File: src/rtl/capcmpPkg.sv
package capcmpPkg;
  localparam int DIV_W = 7;

  typedef struct packed {
    logic tick;
    logic wrap;
    logic load;
  } strobeT;

  function automatic logic [DIV_W-1:0] prescMask(input logic [1:0] sel);
    case (sel)
      2'd0:    return 7'd0;
      2'd1:    return 7'd7;
      2'd2:    return 7'd31;
      default: return 7'd127;
    endcase
  endfunction
endpackage

File: src/rtl/tickDivider.sv
module tickDivider
  import capcmpPkg::*;
(
  input  logic       clk,
  input  logic       rstN,
  input  logic       enable,
  input  logic [1:0] sel,
  output logic       tick
);
  logic [DIV_W-1:0] divCnt;
  logic [DIV_W-1:0] mask;

  assign mask = prescMask(sel);
  assign tick = enable && ((divCnt & mask) == mask);

  always_ff @(posedge clk or negedge rstN) begin
    if (!rstN)        divCnt <= '0;
    else if (!enable) divCnt <= '0;
    else              divCnt <= divCnt + 1'b1;
  end
endmodule

File: src/rtl/carrierTimer8.sv
module carrierTimer8 #(
  parameter int CAR_W = 8
) (
  input  logic             clk,
  input  logic             rstN,
  input  logic             enable,
  input  logic [1:0]       prescSel,
  input  logic [CAR_W-1:0] period,
  input  logic [CAR_W-1:0] cmp,
  output logic             carOut,
  output logic             carWrap
);
  logic             carTick;
  logic             carLoad;
  logic [CAR_W-1:0] carCnt;
  logic [CAR_W-1:0] perAct;
  logic [CAR_W-1:0] cmpAct;

  tickDivider u_div (
    .clk(clk), .rstN(rstN), .enable(enable), .sel(prescSel), .tick(carTick)
  );

  assign carWrap = carTick && (carCnt >= perAct);
  assign carLoad = carWrap || !enable;
  assign carOut  = carCnt < cmpAct;

  always_ff @(posedge clk or negedge rstN) begin
    if (!rstN) begin
      carCnt <= '0;
      perAct <= '0;
      cmpAct <= '0;
    end else begin
      if (carWrap)      carCnt <= '0;
      else if (carTick) carCnt <= carCnt + 1'b1;
      if (carLoad) begin
        perAct <= period;
        cmpAct <= cmp;
      end
    end
  end
endmodule

File: src/rtl/capcmpCtrl.sv
module capcmpCtrl
  import capcmpPkg::*;
#(
  parameter int NUM_CH = 5
) (
  input  logic                clk,
  input  logic                rstN,
  input  logic                enable,
  input  logic                irMode,
  input  logic [1:0]          prescSel,
  input  logic                carWrap,
  input  logic                atPeriod,
  input  logic [NUM_CH-1:0]   capIn,
  input  logic [NUM_CH-1:0]   chCapMode,
  input  logic [2*NUM_CH-1:0] capEdge,
  output strobeT              strb,
  output logic [NUM_CH-1:0]   capEv
);
  logic presTick;

  tickDivider u_div (
    .clk(clk), .rstN(rstN), .enable(enable), .sel(prescSel), .tick(presTick)
  );

  always_comb begin
    strb.tick = enable && (irMode ? carWrap : presTick);
    strb.wrap = strb.tick && atPeriod;
    strb.load = strb.wrap || !enable;
  end

  for (genvar i = 0; i < NUM_CH; i++) begin : g_sync
    logic syncA, syncB, syncPrev;
    logic riseSeen, fallSeen;

    always_ff @(posedge clk or negedge rstN) begin
      if (!rstN) begin
        syncA    <= 1'b0;
        syncB    <= 1'b0;
        syncPrev <= 1'b0;
      end else begin
        syncA    <= capIn[i];
        syncB    <= syncA;
        syncPrev <= syncB;
      end
    end

    assign riseSeen = syncB && !syncPrev;
    assign fallSeen = !syncB && syncPrev;
    assign capEv[i] = chCapMode[i] &&
                      ((capEdge[2*i] && riseSeen) || (capEdge[2*i+1] && fallSeen));
  end
endmodule

File: src/rtl/capcmpDatapath.sv
module capcmpDatapath
  import capcmpPkg::*;
#(
  parameter int CNT_W  = 16,
  parameter int NUM_CH = 5
) (
  input  logic                    clk,
  input  logic                    rstN,
  input  strobeT                  strb,
  input  logic [CNT_W-1:0]        periodIn,
  input  logic [NUM_CH*CNT_W-1:0] cmpIn,
  input  logic [NUM_CH-1:0]       chCapMode,
  input  logic                    irMode,
  input  logic                    carOut,
  input  logic [NUM_CH-1:0]       capEv,
  input  logic [NUM_CH-1:0]       capFlagClr,
  output logic [CNT_W-1:0]        count,
  output logic                    atPeriod,
  output logic [NUM_CH-1:0]       chOut,
  output logic [NUM_CH*CNT_W-1:0] capVal,
  output logic [NUM_CH-1:0]       capFlag
);
  logic [CNT_W-1:0] periodAct;

  assign atPeriod = count >= periodAct;

  always_ff @(posedge clk or negedge rstN) begin
    if (!rstN) begin
      count     <= '0;
      periodAct <= '0;
    end else begin
      if (strb.wrap)      count <= '0;
      else if (strb.tick) count <= count + 1'b1;
      if (strb.load)      periodAct <= periodIn;
    end
  end

  for (genvar i = 0; i < NUM_CH; i++) begin : g_ch
    logic [CNT_W-1:0] cmpAct;
    logic [CNT_W-1:0] capReg;
    logic             flagReg;
    logic             pwmLvl;

    always_ff @(posedge clk or negedge rstN) begin
      if (!rstN) begin
        cmpAct  <= '0;
        capReg  <= '0;
        flagReg <= 1'b0;
      end else begin
        if (strb.load) cmpAct <= cmpIn[i*CNT_W +: CNT_W];
        if (capEv[i]) begin
          capReg  <= count;
          flagReg <= 1'b1;
        end else if (capFlagClr[i]) begin
          flagReg <= 1'b0;
        end
      end
    end

    assign pwmLvl   = count < cmpAct;
    assign chOut[i] = !chCapMode[i] && pwmLvl && (!irMode || carOut);
    assign capVal[i*CNT_W +: CNT_W] = capReg;
    assign capFlag[i] = flagReg;
  end
endmodule

File: src/rtl/capcmpTimer.sv
module capcmpTimer
  import capcmpPkg::*;
#(
  parameter int CNT_W  = 16,
  parameter int NUM_CH = 5,
  parameter int CAR_W  = 8
) (
  input  logic                    clk,
  input  logic                    rstN,
  input  logic                    enable,
  input  logic                    irMode,
  input  logic [1:0]              prescSel,
  input  logic [CNT_W-1:0]        periodIn,
  input  logic [NUM_CH*CNT_W-1:0] cmpIn,
  input  logic [NUM_CH-1:0]       chCapMode,
  input  logic [2*NUM_CH-1:0]     capEdge,
  input  logic [NUM_CH-1:0]       capIn,
  input  logic [NUM_CH-1:0]       capFlagClr,
  input  logic [1:0]              carPrescSel,
  input  logic [CAR_W-1:0]        carPeriod,
  input  logic [CAR_W-1:0]        carCmp,
  output logic [CNT_W-1:0]        count,
  output logic [NUM_CH-1:0]       chOut,
  output logic [NUM_CH*CNT_W-1:0] capVal,
  output logic [NUM_CH-1:0]       capFlag,
  output logic                    carOut
);
  strobeT            strb;
  logic              carWrap;
  logic              atPeriod;
  logic [NUM_CH-1:0] capEv;

  carrierTimer8 #(.CAR_W(CAR_W)) u_car (
    .clk(clk), .rstN(rstN), .enable(enable), .prescSel(carPrescSel),
    .period(carPeriod), .cmp(carCmp), .carOut(carOut), .carWrap(carWrap)
  );

  capcmpCtrl #(.NUM_CH(NUM_CH)) u_ctrl (
    .clk(clk), .rstN(rstN), .enable(enable), .irMode(irMode),
    .prescSel(prescSel), .carWrap(carWrap), .atPeriod(atPeriod),
    .capIn(capIn), .chCapMode(chCapMode), .capEdge(capEdge),
    .strb(strb), .capEv(capEv)
  );

  capcmpDatapath #(.CNT_W(CNT_W), .NUM_CH(NUM_CH)) u_dp (
    .clk(clk), .rstN(rstN), .strb(strb), .periodIn(periodIn), .cmpIn(cmpIn),
    .chCapMode(chCapMode), .irMode(irMode), .carOut(carOut), .capEv(capEv),
    .capFlagClr(capFlagClr), .count(count), .atPeriod(atPeriod),
    .chOut(chOut), .capVal(capVal), .capFlag(capFlag)
  );
endmodule

File: config.mk
export PLATFORM = sky130hd
export DESIGN_NAME = capcmpTimer
export DESIGN_NICKNAME = d
export VERILOG_FILES = /design/src/rtl/capcmpPkg.sv /design/src/rtl/tickDivider.sv /design/src/rtl/carrierTimer8.sv /design/src/rtl/capcmpCtrl.sv /design/src/rtl/capcmpDatapath.sv /design/src/rtl/capcmpTimer.sv
export SDC_FILE = /design/constraint.sdc
export NUM_CORES = 1
export LEC_CHECK = 0
export BUFFER_PORTS_ARGS = -buffer_cell sky130_fd_sc_hd__buf_2
export CAP_MARGIN = 10
export CORE_ASPECT_RATIO = 0.75
export CORE_MARGIN = 2
export CORE_UTILIZATION = 50
export CTS_BUF_LIST = sky130_fd_sc_hd__clkbuf_4 sky130_fd_sc_hd__clkbuf_8 sky130_fd_sc_hd__clkbuf_16
export CTS_CLUSTER_SIZE = 12
export DETAILED_ROUTE_END_ITERATION = 8
export PLACE_DENSITY_LB_ADDON = 0.25
export SYNTH_ARGS = -nofsm -noshare
export SYNTH_HDL_FRONTEND = slang
export SYNTH_SLANG_ARGS = --single-unit
File: constraint.sdc
create_clock -name clk -period 2.8 [get_ports clk]
set_input_delay 0.14 -clock clk [delete_from_list [all_inputs] [get_ports clk]]
set_output_delay 0.14 -clock clk [all_outputs]
set_load 0.01 [all_outputs]
==> impl_metrics.csv, run 1 <==
group,metric,value,unit
synthesis,synthTopCellsByCount,"250 x dfrtp_1, 129 x mux2_2, 122 x inv_1",
pwr,power_density,662,nW/µm²
cts,cts_tree,"yes",
floorplan,row_count,50,
cts,root_buffer,"clkbuf_16",
worst_setup_path,critPathKind,"reg -> out",
worst_setup_path,critPathLaunchType,"flop",
grt,grt_usage,27.3,%
route,route.detailed.wl_per_inst,19.8,µm
finish,nets,1741,
synthesis,synth_ff_type,"dfrtp_1",
cts,clock_latency,0.53,ns
synthesis,synth_cell_types,54,
floorplan,num_io_pins,252,
finish,stdcell_area,16800,µm²
synthesis,synth_seq_cells,250,
sta,post-route-period-util,97.8,%
sta,setup_viol_count_final,0,
sta,finalWorstPathRequiredPeriod,2.74,ns
sta,fmax,0.365,GHz
worst_setup_path,arrival,2.60,ns
floorplan,die_w,187,µm
synthesis,netlist.area_leader.share,49.6,%
synthesis,mappedNetlistArea,12600,µm²
synthesis,synth_area_leaders,"dfrtp_1 50%, mux2_2 12%, ha_1 11%",
worst_setup_path,worst_ep_required_time,2.66,ns
cts,cts_max_level,1,
route,drc,0,
placement,io_buffers,251,
placement,dp_hpwl,23800,µm
route,ant_nets,0,
synthesis,syn_nets,1320,
floorplan,die_h,142,µm
worst_setup_path,cpMaxStageDelayCell,"dfrtp_1",
route,via_per_inst,5.33,
finish,fin_cells,1839,
cts,cts_buffer_depth,3,
job,maxCapViolations,0,
synthesis,yosys_warnings,0,
sta,slew_headroom,39.0,%
sta,hold_slack,0.0745,ns
route,vias,9810,
synthesis,synth.most_common_cell,"dfrtp_1",
cts,clk_pin_slew,0.06,ns
synthesis,seq_area_frac_synth,49.6,%
synthesis,async_reset_ff_share,100,%
status,status,"completed",
finish,post-route-util,67.6,%
sta,finalMaxSlewViolations,0,
grt,grt_pass1_wl,56300,µm
sta,finalClockSkew,0.0111,ns
synthesis,syn_area_per_cell,11.8,µm²
worst_setup_path,end_kind,"output port",
worst_setup_path,slowest_delay,0.43,ns
worst_setup_path,crit_fanout,6,
route,drtPass1Iterations,4,
grt,antenna_found_initial,2,
grt,grt_pass1_vias,10251,
pwr,p_leak,8.72,nW
finish,drive_above_1_share,36.7,%
synthesis,synth.largest_area_cell,"dfrtp_1",
sta,worstMarginPinSlew,0.913,ns
route,drt_iter0_drc,508,
synthesis,syn_inst,1065,
cts,cts_buffers,26,
placement,place_inst,1660,
placement,place_congestion,0.867,
finish,syn_to_final_growth,33.1,%
cts,numClockSinks,250,
floorplan,coreArea,24800,µm²
synthesis,synth_edf_count,0,
sta,hold_viol_final,0,
worst_setup_path,path_cells,"ha_1 > a21o_1 > a21oi_1 > a31oi_2 > buf_4 > nor3_2 > buf_2",
pwr,fin_total_pwr,11.1,mW
floorplan,start_util,50.8,%
route,drt-total-wl,36400,µm
grt,grt_max_degree,80,
pwr,peakVddDrop,0.000465,V
placement,placed_cell_area,14500,µm²
floorplan,die_area,26500,µm²
hold_path,hp-class,"in -> reg",
grt,gr-total-overflow,0,
[per-stage QoR]
stage,setup TNS [ns],setup WS [ns]
2_1_floorplan,0,0.143
3_3_place_gp,0,0.143
6_report,0,0.0629
3_5_place_dp,0,0.130
4_1_cts,0,0.00993
5_1_grt,-0.0636,-0.0506
[layout make-up]
cell class | instances | area (µm²)
fill | 1849 | 8060
inverter | 122 | 458
clock inverter | 4 | 20.0
sequential | 250 | 6260
timing repair buffer | 433 | 3080
antenna | 2 | 5.00
clock buffer | 37 | 776
multi-input combinational | 653 | 5760
tap | 338 | 423
[worst paths after layout]
check	from	endpoint	slack, ns	cells after the start
setup / recovery	u_car.carCnt[5]$_DFFE_PN0P_	chOut[2]	0.06	7
hold / removal	enable	u_car.u_div.divCnt[1]$_DFF_PN0_	0.07	2
setup reg to reg	u_car.carCnt[7]$_DFFE_PN0P_	u_dp.g_ch[4].cmpAct[14]$_DFFE_PN0P_	0.17	9
hold reg to reg	u_ctrl.g_sync[1].syncA$_DFF_PN0_	u_ctrl.g_sync[1].syncB$_DFF_PN0_	0.35	0
max in group asynchronous	rstN	u_car.cmpAct[4]$_DFFE_PN0P_	1.71	3
min in group asynchronous	rstN	u_dp.g_ch[3].capReg[8]$_DFFE_PN0P_	0.18	2
[registers in the layout, summed over array words and instances (netlist names)]
signal                  count
u_dp.count                 16
u_dp.g_ch.cmpAct           80
u_car.perAct                8
u_car.carCnt                8
u_dp.periodAct             16
u_dp.g_ch.flagReg           5
u_ctrl.g_sync.syncPrev      5
u_car.cmpAct                8
u_ctrl.g_sync.syncB         5
u_car.u_div.divCnt          7
u_ctrl.g_sync.syncA         5
u_dp.g_ch.capReg           80
u_ctrl.u_div.divCnt         7
[metal layers]
| layer | GRT usage [%] | up-vias | share of wire (%) |
|---|---|---|---|
| met1 | 36.2 | 4829 | 44 |
| li1 | - | 4559 | - |
| met4 | 9.24 | 0 | 3.3 |
| met3 | 5.29 | 88 | 6.3 |
| met5 | 0 | - | 0 |
| met2 | 45.4 | 334 | 47 |
[worst max-delay path: cells and delay by family, from the launching register on]
family	cells	cell delay (ns)
AOI/OAI and AO/OA	3	0.70
buffers and inverters	2	0.39
and+or+nand+nor	1	0.24
adders and majority gates	1	0.31
DFF	1	0.43
[report_power, final]
group	switching, mW	internal [mW]	leakage [nW]
clock	1.40	1.90	0.405
combinational	1.72	1.59	5.22
sequential	0.328	4.16	3.10
total	3.45	7.65	8.72
[repair_timing]
action | in CTS | in global routing
endpoints found under the hold margin | 196 | 0
buffers inserted | 0 | 13
pin swaps | 1 | 8
hold buffers | 123 | 0
endpoints found under the setup margin | 2 | 19
resized for setup | 6 | 26
[layout by cell type, fill, tap and decap left out, drive strengths merged, types with 16 or more instances in the layout]
| master | synthesis | routed |
|---|---|---|
| buf | 21 | 310 |
| dfrtp | 250 | 250 |
| mux2 | 169 | 169 |
| dlygate4sd3 | 0 | 123 |
| inv | 122 | 122 |
| ha | 110 | 110 |
| nand2 | 70 | 70 |
| o21ai | 61 | 61 |
| clkbuf | 19 | 37 |
| nand3 | 25 | 25 |
| nor2 | 24 | 24 |
| a21oi | 22 | 22 |
| a21o | 21 | 21 |
| nand2b | 19 | 19 |
| o211ai | 16 | 16 |
[logic make-up after synthesis]
| logic type | count (synthesis) | synth area share (%) |
|---|---|---|
| xor gates and xnor gates | 9 | 0.625 |
| muxes | 170 | 16.4 |
| AOI/OAI and AO/OA | 171 | 9.42 |
| adders and majority gates | 110 | 10.9 |
| and+or+nand+nor | 193 | 7.49 |
| DFF | 250 | 49.6 |
| buffers and inverters | 162 | 5.58 |
(Power assumes the default switching activity.)
==> run 2, diff against run 1 <==
--- a/config.mk
+++ b/config.mk
@@ -8,7 +8,6 @@
 export BUFFER_PORTS_ARGS = -buffer_cell sky130_fd_sc_hd__buf_2
 export CAP_MARGIN = 10
 export CORE_ASPECT_RATIO = 0.75
-export CORE_MARGIN = 2
 export CORE_UTILIZATION = 50
 export CTS_BUF_LIST = sky130_fd_sc_hd__clkbuf_4 sky130_fd_sc_hd__clkbuf_8 sky130_fd_sc_hd__clkbuf_16
 export CTS_CLUSTER_SIZE = 12
==> run 2 against run 1 <==
  * The flow now finishes with violations (negative setup slack)
  * Power rose by 2.3%
  * Sequential share of layout area down 0.20 points
  * Core utilization is 1.8 points higher
  * Critical path depth up 1
  * Non-clock buffer count fell by 6
  * Clock-buffer cell count is 4 higher
==> impl_metrics.csv, run 2 (same netlist as run 1, synthesis figures left out) <==
group,metric,value,unit
sta,hold_slack,0.0753,ns
floorplan,die_h,140,µm
placement,dp_hpwl,23300,µm
finish,final_cell_mix,"250 x buf_2, 250 x dfrtp_1, 129 x mux2_2",
worst_setup_path,r2r_slack,0.10,ns
finish,stdcell_area,16900,µm²
floorplan,die_area,25900,µm²
cts,numClockSinks,250,
floorplan,start_util,51.8,%
placement,place_congestion,0.884,
route,via_per_inst,5.39,
floorplan,coreArea,24300,µm²
worst_setup_path,crit_fanout,15,
grt,grt_max_degree,94,
sta,rsz0062_at_grt,"true",
sta,slew_headroom,33.7,%
finish,fin_cells,1828,
sta,setup_viol_count_final,1,
floorplan,row_count,49,
route,drc,0,
placement,placed_cell_area,14500,µm²
sta,hold_viol_final,0,
placement,place_inst,1648,
status,status,"finished with violations",
pwr,peakVddDrop,0.000630,V
cts,clk_pin_slew,0.06,ns
grt,grt_usage,27.6,%
cts,cts_max_level,1,
grt,gr-total-overflow,0,
grt,antenna_found_initial,2,
cts,clock_latency,0.53,ns
finish,reg_top3,"u_dp.g_ch.capReg: 80 flops, u_dp.g_ch.cmpAct: 80 flops",
route,drtPass1Iterations,5,
worst_setup_path,setup.worst_path.start,"u_dp.count[1]$_DFFE_PN0P_",
sta,finalClockSkew,0.0163,ns
status,violations,"negative setup slack",
sta,finalMaxSlewViolations,0,
cts,root_buffer,"clkbuf_16",
finish,nets,1735,
route,vias,9854,
pwr,p_switching,3.51,mW
route,drt_iter0_drc,461,
sta,worstMarginPinSlew,0.992,ns
worst_setup_path,r2r_end,"u_dp.periodAct[9]$_DFFE_PN0P_",
pwr,switching_share,30.9,%
sta,post-route-period-util,101,%
cts,cts_buffer_depth,3,
worst_setup_path,end_kind,"output port",
route,route.detailed.wl_per_inst,19.9,µm
worst_setup_path,worst_ep_required_time,2.66,ns
worst_setup_path,endpoint,"chOut[3]",
floorplan,num_io_pins,252,
worst_setup_path,r2r_start,"u_car.carCnt[5]$_DFFE_PN0P_",
finish,drive_above_1_share,37.1,%
worst_setup_path,critPathLaunchType,"flop",
route,ant_nets,0,
pwr,pwr-share-seq,39.6,%
job,maxCapViolations,0,
floorplan,die_w,185,µm
hold_path,hp-class,"in -> reg",
grt,grt_pass1_vias,10139,
worst_setup_path,r2r_cells,8,
pwr,power_density,673,nW/µm²
route,drt-total-wl,36400,µm
cts,cts_buffers,26,
sta,finalWorstPathRequiredPeriod,2.84,ns
worst_setup_path,critPathKind,"reg -> out",
placement,io_buffers,251,
grt,grt_pass1_wl,54900,µm
sta,fmax,0.352,GHz
pwr,p_clk_share,30.6,%
worst_setup_path,arrival,2.70,ns
finish,syn_to_final_growth,33.8,%
cts,cts_tree,"yes",
sta,layout_setup_ws,-0.0402,ns
pwr,internal-power,7.84,mW
pwr,p_leak,8.74,nW
pwr,comb_power_share,29.8,%
[run 2: cell types whose count changed in the layout (fill, tap and decap cells not counted), moves of 2 or more]
cell       change
buf_6          +4
ha_4           +5
nor3_2         -3
o21ai_1        +2
buf_4         -12
a21oi_1        -2
clkinv_2       -3
o21ai_0        -3
ha_1           -5
nor3_1         +3
clkbuf_4       +3
a2111oi_2      +3
[run 2: power by group through the flow]
stage                     registers (mW)  logic [mW]  clock network [mW]
final                               4.50        3.38                3.47
after floorplan                     4.68        1.55                   0
after CTS                           4.48        3.11                3.51
after detailed placement            4.54        2.92                   0
after global placement              4.51        2.84                   0
after global routing                4.56        3.70                3.66
[run 2: metrics by stage]
stage / TNS (ns) / setup slack [ns] / power (mW) / utilization (%)
finish: -0.0402 / -0.0402 / 11.4 / 69.3
global route: -0.429 / -0.125 / 11.9 / 69.3
CTS: -0.00539 / -0.00539 / 11.1 / 68.1
detailed placement: 0 / 0.134 / 7.46 / 59.4
global placement: 0 / 0.151 / 7.35 / 59.4
floorplan: 0 / 0.143 / 6.23 / -
[run 2: layer usage]
metal	wire length [µm]	up-vias	share of wire (%)	track usage, %
li1	-	4548	-	-
met1	15500	4836	43	37.3
met2	16900	380	46	43.8
met3	2760	90	7.6	5.55
met4	1270	0	3.5	10.4
met5	0	-	0	0
[run 2: critical path: stages, from the launching register on]
cell	delay, ns
dfrtp_1	0.42
buf_6	0.20
ha_1	0.35
a2111oi_2	0.38
o211ai_1	0.23
nand3_1	0.16
a221oi_2	0.09
nor3_1	0.15
buf_2	0.19
[run 2: final cells by class]
cell class	count	area, µm²
multi-input cells	653	5830
repair buffers	427	3060
clock inverters	2	35.0
well taps	331	414
inverters	122	458
diodes	2	5.00
flip-flops and latches	250	6260
clock buffers	41	812
fillers	1755	7470
[run 2: worst min path at each step]
stage                     startpoint                                to  cells past startpoint
after global routing          enable  u_ctrl.u_div.divCnt[1]$_DFF_PN0_                      2
after CTS                     enable  u_ctrl.u_div.divCnt[1]$_DFF_PN0_                      2
after global placement          rstN  u_dp.g_ch[0].flagReg$_DFFE_PN0P_                      1
after detailed placement        rstN  u_dp.g_ch[0].flagReg$_DFFE_PN0P_                      1
after floorplan                 rstN       u_car.carCnt[0]$_DFFE_PN0P_                      0
final                         enable  u_ctrl.u_div.divCnt[1]$_DFF_PN0_                      2
[run 2: what timing repair did]
item                                   CTS  global route
setup endpoints to repair                4             6
hold buffers                           123             0
endpoints found under the hold margin  210             0
buffers inserted                         0            12
gates resized for setup                  7            40
pin swaps                                4            18
==> run 3, diff against run 2 <==
--- a/config.mk
+++ b/config.mk
@@ -13,6 +13,7 @@
 export CTS_CLUSTER_SIZE = 12
 export DETAILED_ROUTE_END_ITERATION = 8
 export PLACE_DENSITY_LB_ADDON = 0.25
+export SETUP_SLACK_MARGIN = 0.1
 export SYNTH_ARGS = -nofsm -noshare
 export SYNTH_HDL_FRONTEND = slang
 export SYNTH_SLANG_ARGS = --single-unit
==> run 3 against run 2 <==
  * The flow now finishes without violations
  * Clock power hardly changed
  * Via count decreased by 0.37%
  * Worst setup slack improved by 0.070 ns
  * Die area did not move
  * Maximum frequency rose by 2.5%
  * Sequential power barely moved
  * Critical path depth increased by 1
  * Combinational power grew 1%
  * Core utilization up 0.62 points
==> impl_metrics.csv, run 3 (same netlist as run 1, synthesis figures left out) <==
group,metric,value,unit
placement,dp_hpwl,23300,µm
worst_setup_path,critPathKind,"reg -> out",
finish,drive_above_1_share,38.1,%
pwr,pwr-share-seq,39.5,%
grt,grt_usage,27.5,%
finish,post-route-util,69.9,%
sta,rsz0062_at_grt,"true",
finish,fillers,1734,
cts,cts_buffers,26,
finish,reg_top3,"u_dp.g_ch.capReg: 80 flops, u_dp.g_ch.cmpAct: 80 flops",
route,vias,9818,
sta,slew_headroom,34.3,%
sta,finalMaxSlewViolations,0,
pwr,comb_power_share,30.1,%
route,drt-total-wl,36000,µm
cts,cts_tree,"yes",
sta,worstMarginPinSlew,0.984,ns
worst_setup_path,crit_fanout,7,
sta,finalWorstPathRequiredPeriod,2.77,ns
pwr,p_leak,8.80,nW
placement,place_congestion,0.884,
route,ant_nets,0,
floorplan,coreArea,24300,µm²
placement,placed_cell_area,14500,µm²
route,drc,0,
grt,grt_pass1_wl,54600,µm
grt,grt_max_degree,94,
pwr,power_density,669,nW/µm²
placement,io_buffers,251,
worst_setup_path,end_kind,"output port",
floorplan,die_w,185,µm
floorplan,row_count,49,
sta,hold_slack,0.0801,ns
pwr,peakVddDrop,0.000629,V
sta,finalClockSkew,0.0147,ns
route,via_per_inst,5.35,
worst_setup_path,r2r_cells,8,
grt,gr-total-overflow,0,
finish,nets,1743,
worst_setup_path,critPathLaunchType,"flop",
cts,clk_pin_slew,0.06,ns
pwr,p_clk_share,30.4,%
worst_setup_path,r2r_end,"u_dp.periodAct[9]$_DFFE_PN0P_",
sta,hold_viol_final,0,
hold_path,hold_path_startpoint,"enable",
hold_path,hold_depth,2,
worst_setup_path,r2r_slack,0.19,ns
grt,antenna_found_initial,2,
worst_setup_path,r2r_start,"u_car.carCnt[5]$_DFFE_PN0P_",
worst_setup_path,worst_ep_required_time,2.66,ns
pwr,fin_total_pwr,11.4,mW
job,maxCapViolations,0,
cts,root_buffer,"clkbuf_16",
pwr,switching_share,30.8,%
cts,numClockSinks,250,
status,status,"completed",
floorplan,num_io_pins,252,
sta,fmax,0.361,GHz
pwr,internal-power,7.89,mW
cts,cts_max_level,1,
floorplan,die_h,140,µm
route,drt_iter0_drc,463,
worst_setup_path,arrival,2.63,ns
pwr,p_switching,3.51,mW
finish,syn_to_final_growth,35.0,%
cts,cts_buffer_depth,3,
finish,final_cell_mix,"250 x buf_2, 250 x dfrtp_1, 129 x mux2_2",
floorplan,die_area,25900,µm²
hold_path,hold_end,"u_ctrl.u_div.divCnt[1]$_DFF_PN0_",
finish,stdcell_area,17000,µm²
route,route.detailed.wl_per_inst,19.6,µm
hold_path,hp-class,"in -> reg",
route,drtPass1Iterations,4,
sta,post-route-period-util,98.9,%
floorplan,start_util,51.8,%
sta,tns,0,ns
grt,grt_pass1_vias,10081,
sta,setup_viol_count_final,0,
cts,clock_latency,0.53,ns
[run 3: cell types whose count changed in the layout (fill, tap and decap cells not counted), sizes merged]
cell  before  now
buf      304  311
a21o      21   22
[run 3: power groups by stage]
stage / clock, mW / sequential, mW / combinational (mW)
after floorplan: 0 / 4.68 / 1.55
after global placement: 0 / 4.51 / 2.84
after detailed placement: 0 / 4.54 / 2.92
after CTS: 3.51 / 4.49 / 3.20
after global routing: 3.66 / 4.56 / 3.75
final: 3.47 / 4.50 / 3.43
[run 3: how the worst max path moves through the flow]
stage / start / endpoint / slack, ns / depth (start not counted)
floorplan: u_dp.count[9]$_DFFE_PN0P_ / u_dp.g_ch[0].cmpAct[0]$_DFFE_PN0P_ / 0.14 / 10
global placement: u_car.carCnt[5]$_DFFE_PN0P_ / u_dp.g_ch[3].cmpAct[14]$_DFFE_PN0P_ / 0.15 / 8
detailed placement: u_car.carCnt[5]$_DFFE_PN0P_ / u_dp.g_ch[3].cmpAct[6]$_DFFE_PN0P_ / 0.13 / 8
CTS: u_dp.count[2]$_DFFE_PN0P_ / chOut[3] / 0.09 / 9
global route: u_dp.count[2]$_DFFE_PN0P_ / chOut[3] / -0.04 / 9
finish: u_dp.count[2]$_DFFE_PN0P_ / chOut[3] / 0.03 / 9
[run 3: layout make-up]
cell class	count	area (µm²)	area share (%)
inverters	122	458	2.69
repair buffers	434	3120	18.3
well taps	331	414	2.43
multi-input cells	654	5920	34.8
diodes	2	5.00	0.0294
clock inverters	2	35.0	0.206
clock buffers	41	812	4.77
flip-flops and latches	250	6260	36.8
[run 3: what timing repair did]
| item | in CTS | in global routing |
|---|---|---|
| pin swaps | 8 | 23 |
| cloned | 0 | 1 |
| endpoints found under the hold margin | 210 | 0 |
| resized for setup | 26 | 37 |
| setup endpoints to repair | 5 | 95 |
| hold buffers | 123 | 0 |
| setup buffers | 5 | 14 |
[run 3: worst max-delay path: stages, from the launching register on]
cell	delay [ns]
dfrtp_1	0.41
buf_12	0.16
ha_1	0.27
o21a_1	0.11
o21ai_1	0.06
o211ai_1	0.35
nand3_1	0.17
a221oi_2	0.32
nor3_1	0.08
buf_2	0.16
[run 3: per-layer routing]
metal / global-route usage, % / part of all wire, %
met5: 0 / 0
met4: 10.0 / 3.3
met1: 37.5 / 44
met2: 43.7 / 46
met3: 5.29 / 7.2
[run 3: per-stage QoR]
| step | cells | setup WS (ns) |
|---|---|---|
| final | 1836 | 0.0300 |
| after global routing | 1836 | -0.0401 |
| after CTS | 1819 | 0.0901 |
| after detailed placement | 1648 | 0.134 |
| after global placement | 1648 | 0.151 |
| after floorplan | 1065 | 0.143 |
